`config.mk`:
```
export PLATFORM = sky130hd
export DESIGN_NAME = tmr16_wavegen
export DESIGN_NICKNAME = d
export VERILOG_FILES = /design/src/rtl/tmr16_wavegen.sv
export SDC_FILE = /design/constraint.sdc
export NUM_CORES = 1
export LEC_CHECK = 0
export ABC_AREA = 1
export BUFFER_PORTS_ARGS = -buffer_cell sky130_fd_sc_hd__buf_4
export CAP_MARGIN = 15
export CELL_PAD_IN_SITES_DETAIL_PLACEMENT = 1
export CELL_PAD_IN_SITES_GLOBAL_PLACEMENT = 1
export CORE_MARGIN = 5
export CORE_UTILIZATION = 43
export CTS_CLUSTER_SIZE = 30
export DETAILED_ROUTE_END_ITERATION = 7
export GPL_TIMING_DRIVEN = 0
export HOLD_SLACK_MARGIN = 0.02
export PLACE_DENSITY_LB_ADDON = 0.2
export RECOVER_POWER = 50
export SLEW_MARGIN = 40
export SYNTH_ARGS = -nofsm -noshare
export SYNTH_HDL_FRONTEND = slang
export SYNTH_SLANG_ARGS = --single-unit
```
`constraint.sdc`:
```
create_clock -name clk -period 4.4 [get_ports clk]
set_input_delay 0.22 -clock clk [delete_from_list [all_inputs] [get_ports clk]]
set_output_delay 0.22 -clock clk [all_outputs]
set_load 0.01 [all_outputs]
```
`src/rtl/tmr16_wavegen.sv`:
```
module tmr16_wavegen #(
  parameter int W = 16
) (
  input  logic         clk,
  input  logic         rst_n,
  input  logic         tick,
  input  logic [W-1:0] wdata,
  input  logic         wr_cmp_a,
  input  logic         wr_cmp_b,
  input  logic         wr_cap,
  input  logic         wr_mode,
  input  logic         force_a,
  input  logic         force_b,
  input  logic [1:0]   om_a,
  input  logic [1:0]   om_b,
  output logic [W-1:0] count,
  output logic         wave_a,
  output logic         wave_b,
  output logic         ovf,
  output logic         match_a,
  output logic         match_b
);
  localparam logic [W-1:0] MAX = '1;
  localparam logic [1:0] K_DIRECT = 2'd0, K_FAST = 2'd1, K_DUAL = 2'd2, K_HOLD = 2'd3;

  logic [3:0]   mode;
  logic [W-1:0] cnt, cmpa, cmpb, bufa, bufb, cap, top;
  logic         down;
  logic [1:0]   kind;

  always_comb begin
    case (mode)
      4'd1, 4'd5:                top = W'(16'h00FF);
      4'd2, 4'd6:                top = W'(16'h01FF);
      4'd3, 4'd7:                top = W'(16'h03FF);
      4'd4, 4'd9, 4'd11, 4'd15:  top = cmpa;
      4'd8, 4'd10, 4'd12, 4'd14: top = cap;
      default:                   top = MAX;
    endcase
    case (mode)
      4'd0, 4'd4, 4'd12:           kind = K_DIRECT;
      4'd5, 4'd6, 4'd7, 4'd14, 4'd15: kind = K_FAST;
      4'd13:                       kind = K_HOLD;
      default:                     kind = K_DUAL;
    endcase
  end

  wire step     = tick && kind != K_HOLD;
  wire pfc      = mode == 4'd8 || mode == 4'd9;
  wire at_top   = cnt == top;
  wire turn_top = !down && cnt >= top;
  wire turn_bot = down && cnt == '0;
  wire moving_up = (!down && cnt < top) || turn_bot;
  wire hit_a    = step && cnt == cmpa;
  wire hit_b    = step && cnt == cmpb;
  wire wrap_f   = step && kind == K_FAST && at_top;

  wire load = step && ((kind == K_FAST && at_top) ||
                       (kind == K_DUAL && (pfc ? turn_bot : turn_top)));
  wire ovf_evt = step && ((kind == K_DIRECT && cnt == MAX) ||
                          (kind == K_FAST && at_top) ||
                          (kind == K_DUAL && turn_bot));

  function automatic logic pin_nx(input logic cur, input logic [1:0] om, input logic hit,
                                  input logic frc, input logic up, input logic bot,
                                  input logic [1:0] k);
    logic r;
    r = cur;
    case (k)
      K_DIRECT: if (hit || frc) begin
        case (om)
          2'd1:    r = ~cur;
          2'd2:    r = 1'b0;
          2'd3:    r = 1'b1;
          default: r = cur;
        endcase
      end
      K_FAST: if (om[1]) begin
        if (bot)      r = ~om[0];
        else if (hit) r = om[0];
      end
      K_DUAL: if (om[1] && hit) r = up ? om[0] : ~om[0];
      default: r = cur;
    endcase
    return r;
  endfunction

  always_ff @(posedge clk) begin
    if (!rst_n) begin
      cnt <= '0; down <= 1'b0; mode <= '0;
      cmpa <= '0; cmpb <= '0; bufa <= '0; bufb <= '0; cap <= '0;
      wave_a <= 1'b0; wave_b <= 1'b0;
      ovf <= 1'b0; match_a <= 1'b0; match_b <= 1'b0;
    end else begin
      if (step) begin
        if (kind == K_DUAL) begin
          if (turn_top)      begin cnt <= cnt - 1'b1; down <= 1'b1; end
          else if (turn_bot) begin cnt <= W'(1);      down <= 1'b0; end
          else               cnt <= down ? cnt - 1'b1 : cnt + 1'b1;
        end else begin
          cnt <= (at_top || cnt == MAX) ? '0 : cnt + 1'b1;
        end
      end
      if (wr_mode) begin mode <= wdata[3:0]; down <= 1'b0; end
      if (load) begin cmpa <= bufa; cmpb <= bufb; end
      if (wr_cmp_a) begin bufa <= wdata; if (kind == K_DIRECT) cmpa <= wdata; end
      if (wr_cmp_b) begin bufb <= wdata; if (kind == K_DIRECT) cmpb <= wdata; end
      if (wr_cap) cap <= wdata;
      wave_a  <= pin_nx(wave_a, om_a, hit_a, force_a, moving_up, wrap_f, kind);
      wave_b  <= pin_nx(wave_b, om_b, hit_b, force_b, moving_up, wrap_f, kind);
      ovf     <= ovf_evt;
      match_a <= hit_a;
      match_b <= hit_b;
    end
  end

  assign count = cnt;


  idle_hold_chk: assert property (@(posedge clk) disable iff (!rst_n)
    !tick |=> $stable(cnt) && !ovf && !match_a && !match_b);

  reserved_hold_chk: assert property (@(posedge clk) disable iff (!rst_n)
    (mode == 4'd13) |=> $stable(cnt) && $stable(wave_a) && $stable(wave_b));

  force_noflag_chk: assert property (@(posedge clk) disable iff (!rst_n)
    (force_a && !tick) |=> !match_a);

  match_tick_chk: assert property (@(posedge clk) disable iff (!rst_n)
    (match_a || match_b) |-> $past(tick));

  ovf_cnt_chk: assert property (@(posedge clk) disable iff (!rst_n)
    ovf |-> cnt <= W'(1));

  fast_set_chk: assert property (@(posedge clk) disable iff (!rst_n)
    (ovf && kind == K_FAST && $past(kind) == K_FAST && $past(om_a) == 2'd2) |-> wave_a);
endmodule

```
==> flow_results.xml <==
<?xml version="1.0" encoding="UTF-8"?>
<metrics>
  <group name="global_routing">
    <metric name="antenna_found_initial" unit="">1</metric>
    <metric name="grt_max_degree" unit="">18</metric>
    <metric name="first_pass_grt_wire_length" unit="um">44900</metric>
    <metric name="grt_usage" unit="%">29.0</metric>
    <metric name="first_global_vias" unit="">8139</metric>
    <metric name="gr-total-overflow" unit="">0</metric>
  </group>
  <group name="pwr">
    <metric name="power_leakage" unit="uW">0.00391</metric>
    <metric name="power.clock.fraction" unit="%">33.5</metric>
    <metric name="power_density" unit="nW/um^2">316</metric>
    <metric name="intPower" unit="uW">1750</metric>
    <metric name="power.net_switching" unit="uW">893</metric>
    <metric name="ir_worst_vdd" unit="mV">0.200</metric>
    <metric name="post_route_total_power" unit="uW">2640</metric>
    <metric name="seq_power_share" unit="%">42.4</metric>
    <metric name="share_comb_of_total_power" unit="%">24.1</metric>
    <metric name="swShare" unit="%">33.8</metric>
  </group>
  <group name="place">
    <metric name="detailed_placement_hpwl" unit="um">22700</metric>
    <metric name="gp_congestion" unit="">0.972</metric>
    <metric name="port-buffer-count" unit="">49</metric>
  </group>
  <group name="clock_network">
    <metric name="cts_tree" unit="">built</metric>
    <metric name="cts_root_buffer" unit="">clkbuf_16</metric>
    <metric name="source_to_sink_clock_delay_at_the_later_pin_of_the_worst_skew_pair" unit="ns">0.36</metric>
    <metric name="ctsHoldBuffers" unit="">0</metric>
    <metric name="cts_made_buffers" unit="">9</metric>
    <metric name="clock_path_buffers" unit="">2</metric>
    <metric name="clock_pin_slew_worst_setup_and_hold_paths" unit="ns">0.08</metric>
    <metric name="ctsHtreeMaxLevel" unit="">3</metric>
    <metric name="cts_num_sinks" unit="">108</metric>
  </group>
  <group name="sta">
    <metric name="finalClockSkew" unit="ns">0.00810</metric>
    <metric name="final-max-slew-violation-count" unit="">0</metric>
    <metric name="finalSetupViolations" unit="">0</metric>
    <metric name="hold_viol" unit="">0</metric>
    <metric name="achievable-frequency" unit="MHz">238</metric>
    <metric name="relSlewSlack" unit="%">55.6</metric>
    <metric name="worst_pin_slew" unit="ns">0.658</metric>
    <metric name="rsz_0062_raised_after_global_routing" unit="">no</metric>
    <metric name="layout_min_cycle_time" unit="ns">4.19</metric>
    <metric name="whs" unit="ns">0.0989</metric>
    <metric name="fin_crit_sh" unit="%">95.3</metric>
    <metric name="timing.setup.tns" unit="ns">0</metric>
  </group>
  <group name="finish">
    <metric name="multi_input_gate_area_in_the_final_layout" unit="sq um">4580</metric>
    <metric name="nets" unit="">1313</metric>
    <metric name="drive_gt1_share" unit="%">7.91</metric>
    <metric name="antenna_cells" unit="">0</metric>
    <metric name="syn_to_final_growth" unit="%">12.4</metric>
    <metric name="filler_cell_count" unit="">2415</metric>
    <metric name="ff_latch_area" unit="sq um">2160</metric>
  </group>
  <group name="floorplanning">
    <metric name="die_area" unit="sq um">20000</metric>
    <metric name="core_region_area" unit="sq um">17100</metric>
    <metric name="fp.dieW" unit="um">141</metric>
    <metric name="rows" unit="">48</metric>
    <metric name="die_h" unit="um">141</metric>
    <metric name="io-pin-count" unit="">50</metric>
    <metric name="start_util" unit="%">43.3</metric>
  </group>
  <group name="setup_path">
    <metric name="timing.critical_path.required" unit="ns">4.69</metric>
    <metric name="crit_fanout" unit="">10</metric>
    <metric name="timing_worst_setup_path_type" unit="">reg -&gt; reg</metric>
    <metric name="timing.critical_path.arrival" unit="ns">4.49</metric>
    <metric name="critPathCaptureType" unit="">flip-flop</metric>
    <metric name="setup.worst_path.start_class" unit="">flip-flop</metric>
  </group>
  <group name="yosys">
    <metric name="synth_sequential_area_ratio" unit="%">29.1</metric>
    <metric name="yosys_warnings" unit="">0</metric>
    <metric name="synth-edff-count" unit="">0</metric>
    <metric name="synthTopCellsByArea" unit="">dfxtp_1, nor2_1, nand2_1</metric>
    <metric name="net_count_synth" unit="">1252</metric>
    <metric name="post-synth-top-count-cell" unit="">nor2_1</metric>
    <metric name="netlist.top_cell.by_area" unit="">dfxtp_1</metric>
    <metric name="yosys-top-cells-count" unit="">nor2_1, nand2_1, o21ai_0</metric>
    <metric name="synth.cell_area" unit="sq um">7420</metric>
    <metric name="synth_top_cell_area_share" unit="%">29.1</metric>
    <metric name="avgSynthCellArea" unit="sq um">6.19</metric>
    <metric name="yosys_register_bits" unit="">108</metric>
    <metric name="synth-async-reset-ratio" unit="%">0</metric>
    <metric name="ys_types" unit="">46</metric>
    <metric name="netlist_instances" unit="">1199</metric>
    <metric name="synth-main-ff-cell" unit="">dfxtp_1</metric>
  </group>
  <group name="route">
    <metric name="via_per_inst" unit="">5.51</metric>
    <metric name="wirelength" unit="um">29200</metric>
    <metric name="met2WireLength" unit="um">13300</metric>
    <metric name="route.layer.met1.wl" unit="um">12800</metric>
    <metric name="antenna_violating_nets_post_route" unit="">0</metric>
    <metric name="dr_top_layer" unit="">met5</metric>
    <metric name="drt_pre_antenna_iters" unit="">5</metric>
    <metric name="wl_met3" unit="um">1620</metric>
    <metric name="drc" unit="">0</metric>
    <metric name="drt_first_iter_violations" unit="">622</metric>
    <metric name="via_count" unit="">8205</metric>
    <metric name="detail_route.wl_per_cell" unit="um">19.6</metric>
  </group>
  <group name="run_status">
    <metric name="run_status" unit="">complete, no violations</metric>
  </group>
  <group name="hold_path">
    <metric name="hold_path_class" unit="">in -&gt; reg</metric>
  </group>
  <group name="run">
    <metric name="cap_viol_max_count" unit="">0</metric>
  </group>
</metrics>
[cell families (layout without fill, tap and decap cells)]
logic type      count (synthesis)  count (layout)  synth area share [%]
buf+inv                       166             231                  9.51
compound gates                226             226                  18.1
fa+ha+maj                      24              24                  4.05
simple gates                  651             651                  36.3
xor+xnor                       24              24                  2.83
flops                         108             108                  29.1
[power groups by stage]
stage	sequential [uW]	clock, uW	combinational (uW)
2_1_floorplan	1110	0	425
6_report	1120	884	636
3_5_place_dp	1140	0	617
5_1_grt	1130	935	709
3_3_place_gp	1140	0	596
4_1_cts	1120	887	630
[layer usage]
| metal | up-vias | GRT usage (%) |
|---|---|---|
| met2 | 276 | 48.1 |
| met5 | - | 0 |
| met4 | 2 | 14.4 |
| li1 | 4013 | - |
| met3 | 70 | 2.90 |
| met1 | 3844 | 37.5 |
[worst paths after layout]
check	from	to	slack, ns	depth (start not counted)
min	wr_mode	down	0.1	2
max	mode[3]	cmpb[14]	0.21	19
min reg2reg	bufa[15]	bufa[15]	0.50	2
max reg2reg	mode[3]	cmpb[14]	0.21	19
[metrics by stage]
stage | instance area [sq um] | worst slack (ns) | utilization (%) | instances
floorplan | 7420 | 1.37 | - | 1199
global placement | 8070 | -0.0769 | 47.1 | 1473
detailed placement | 8070 | -0.266 | 47.1 | 1473
CTS | 8390 | 0.0526 | 49.0 | 1488
global route | 8340 | 0.00658 | 48.7 | 1489
finish | 8340 | 0.205 | 48.7 | 1489
[layout make-up]
type                    count  share of cell area, %
flip-flops and latches    108                   25.9
clock inverters             4                  0.675
well taps                 225                   3.38
repair buffers             50                   3.60
inverters                 102                   4.59
plain buffers              64                   3.92
multi-input cells         925                   54.9
clock buffers              11                   3.03
[placed cells by master, fill, tap and decap left out, types with 17 or more instances in the layout]
| cell | instances |
|---|---|
| nor2_1 | 260 |
| nand2_1 | 255 |
| o21ai_0 | 126 |
| dfxtp_1 | 108 |
| inv_1 | 100 |
| nand3_1 | 84 |
| clkbuf_1 | 54 |
| a21oi_1 | 33 |
| buf_4 | 33 |
| ha_1 | 24 |
| a21boi_1 | 19 |
| buf_2 | 17 |
| xor2_1 | 17 |
[flip-flops by register name (all words and copies together) (netlist names)]
register  cells
match_a       1
match_b       1
mode          4
cmpb         16
ovf           1
count        16
kind          2
down          1
wave_b        1
bufa         16
bufb         16
wave_a        1
cmpa         16
cap          16
[what timing repair did]
item,4_1_cts,5_1_grt
buffers inserted,0,1
resized for setup,5,5
pin swaps,0,1
setup endpoints to repair,30,32
[worst max-delay path: stages (launching register included)]
cell,delay [ns]
dfxtp_1,0.31
inv_1,0.16
nand2_1,0.15
o21ai_0,0.14
o22ai_2,0.14
nor2_2,0.20
nand3_1,0.15
inv_1,0.23
a221oi_1,0.12
ha_1,0.33
nand2_1,0.08
nor2_1,0.26
nand4_1,0.24
inv_1,0.21
nand3_1,0.29
buf_2,0.34
clkbuf_1,0.25
a21boi_1,0.30
nor2_1,0.09
nor2_1,0.09
(Power assumes the default switching activity.)
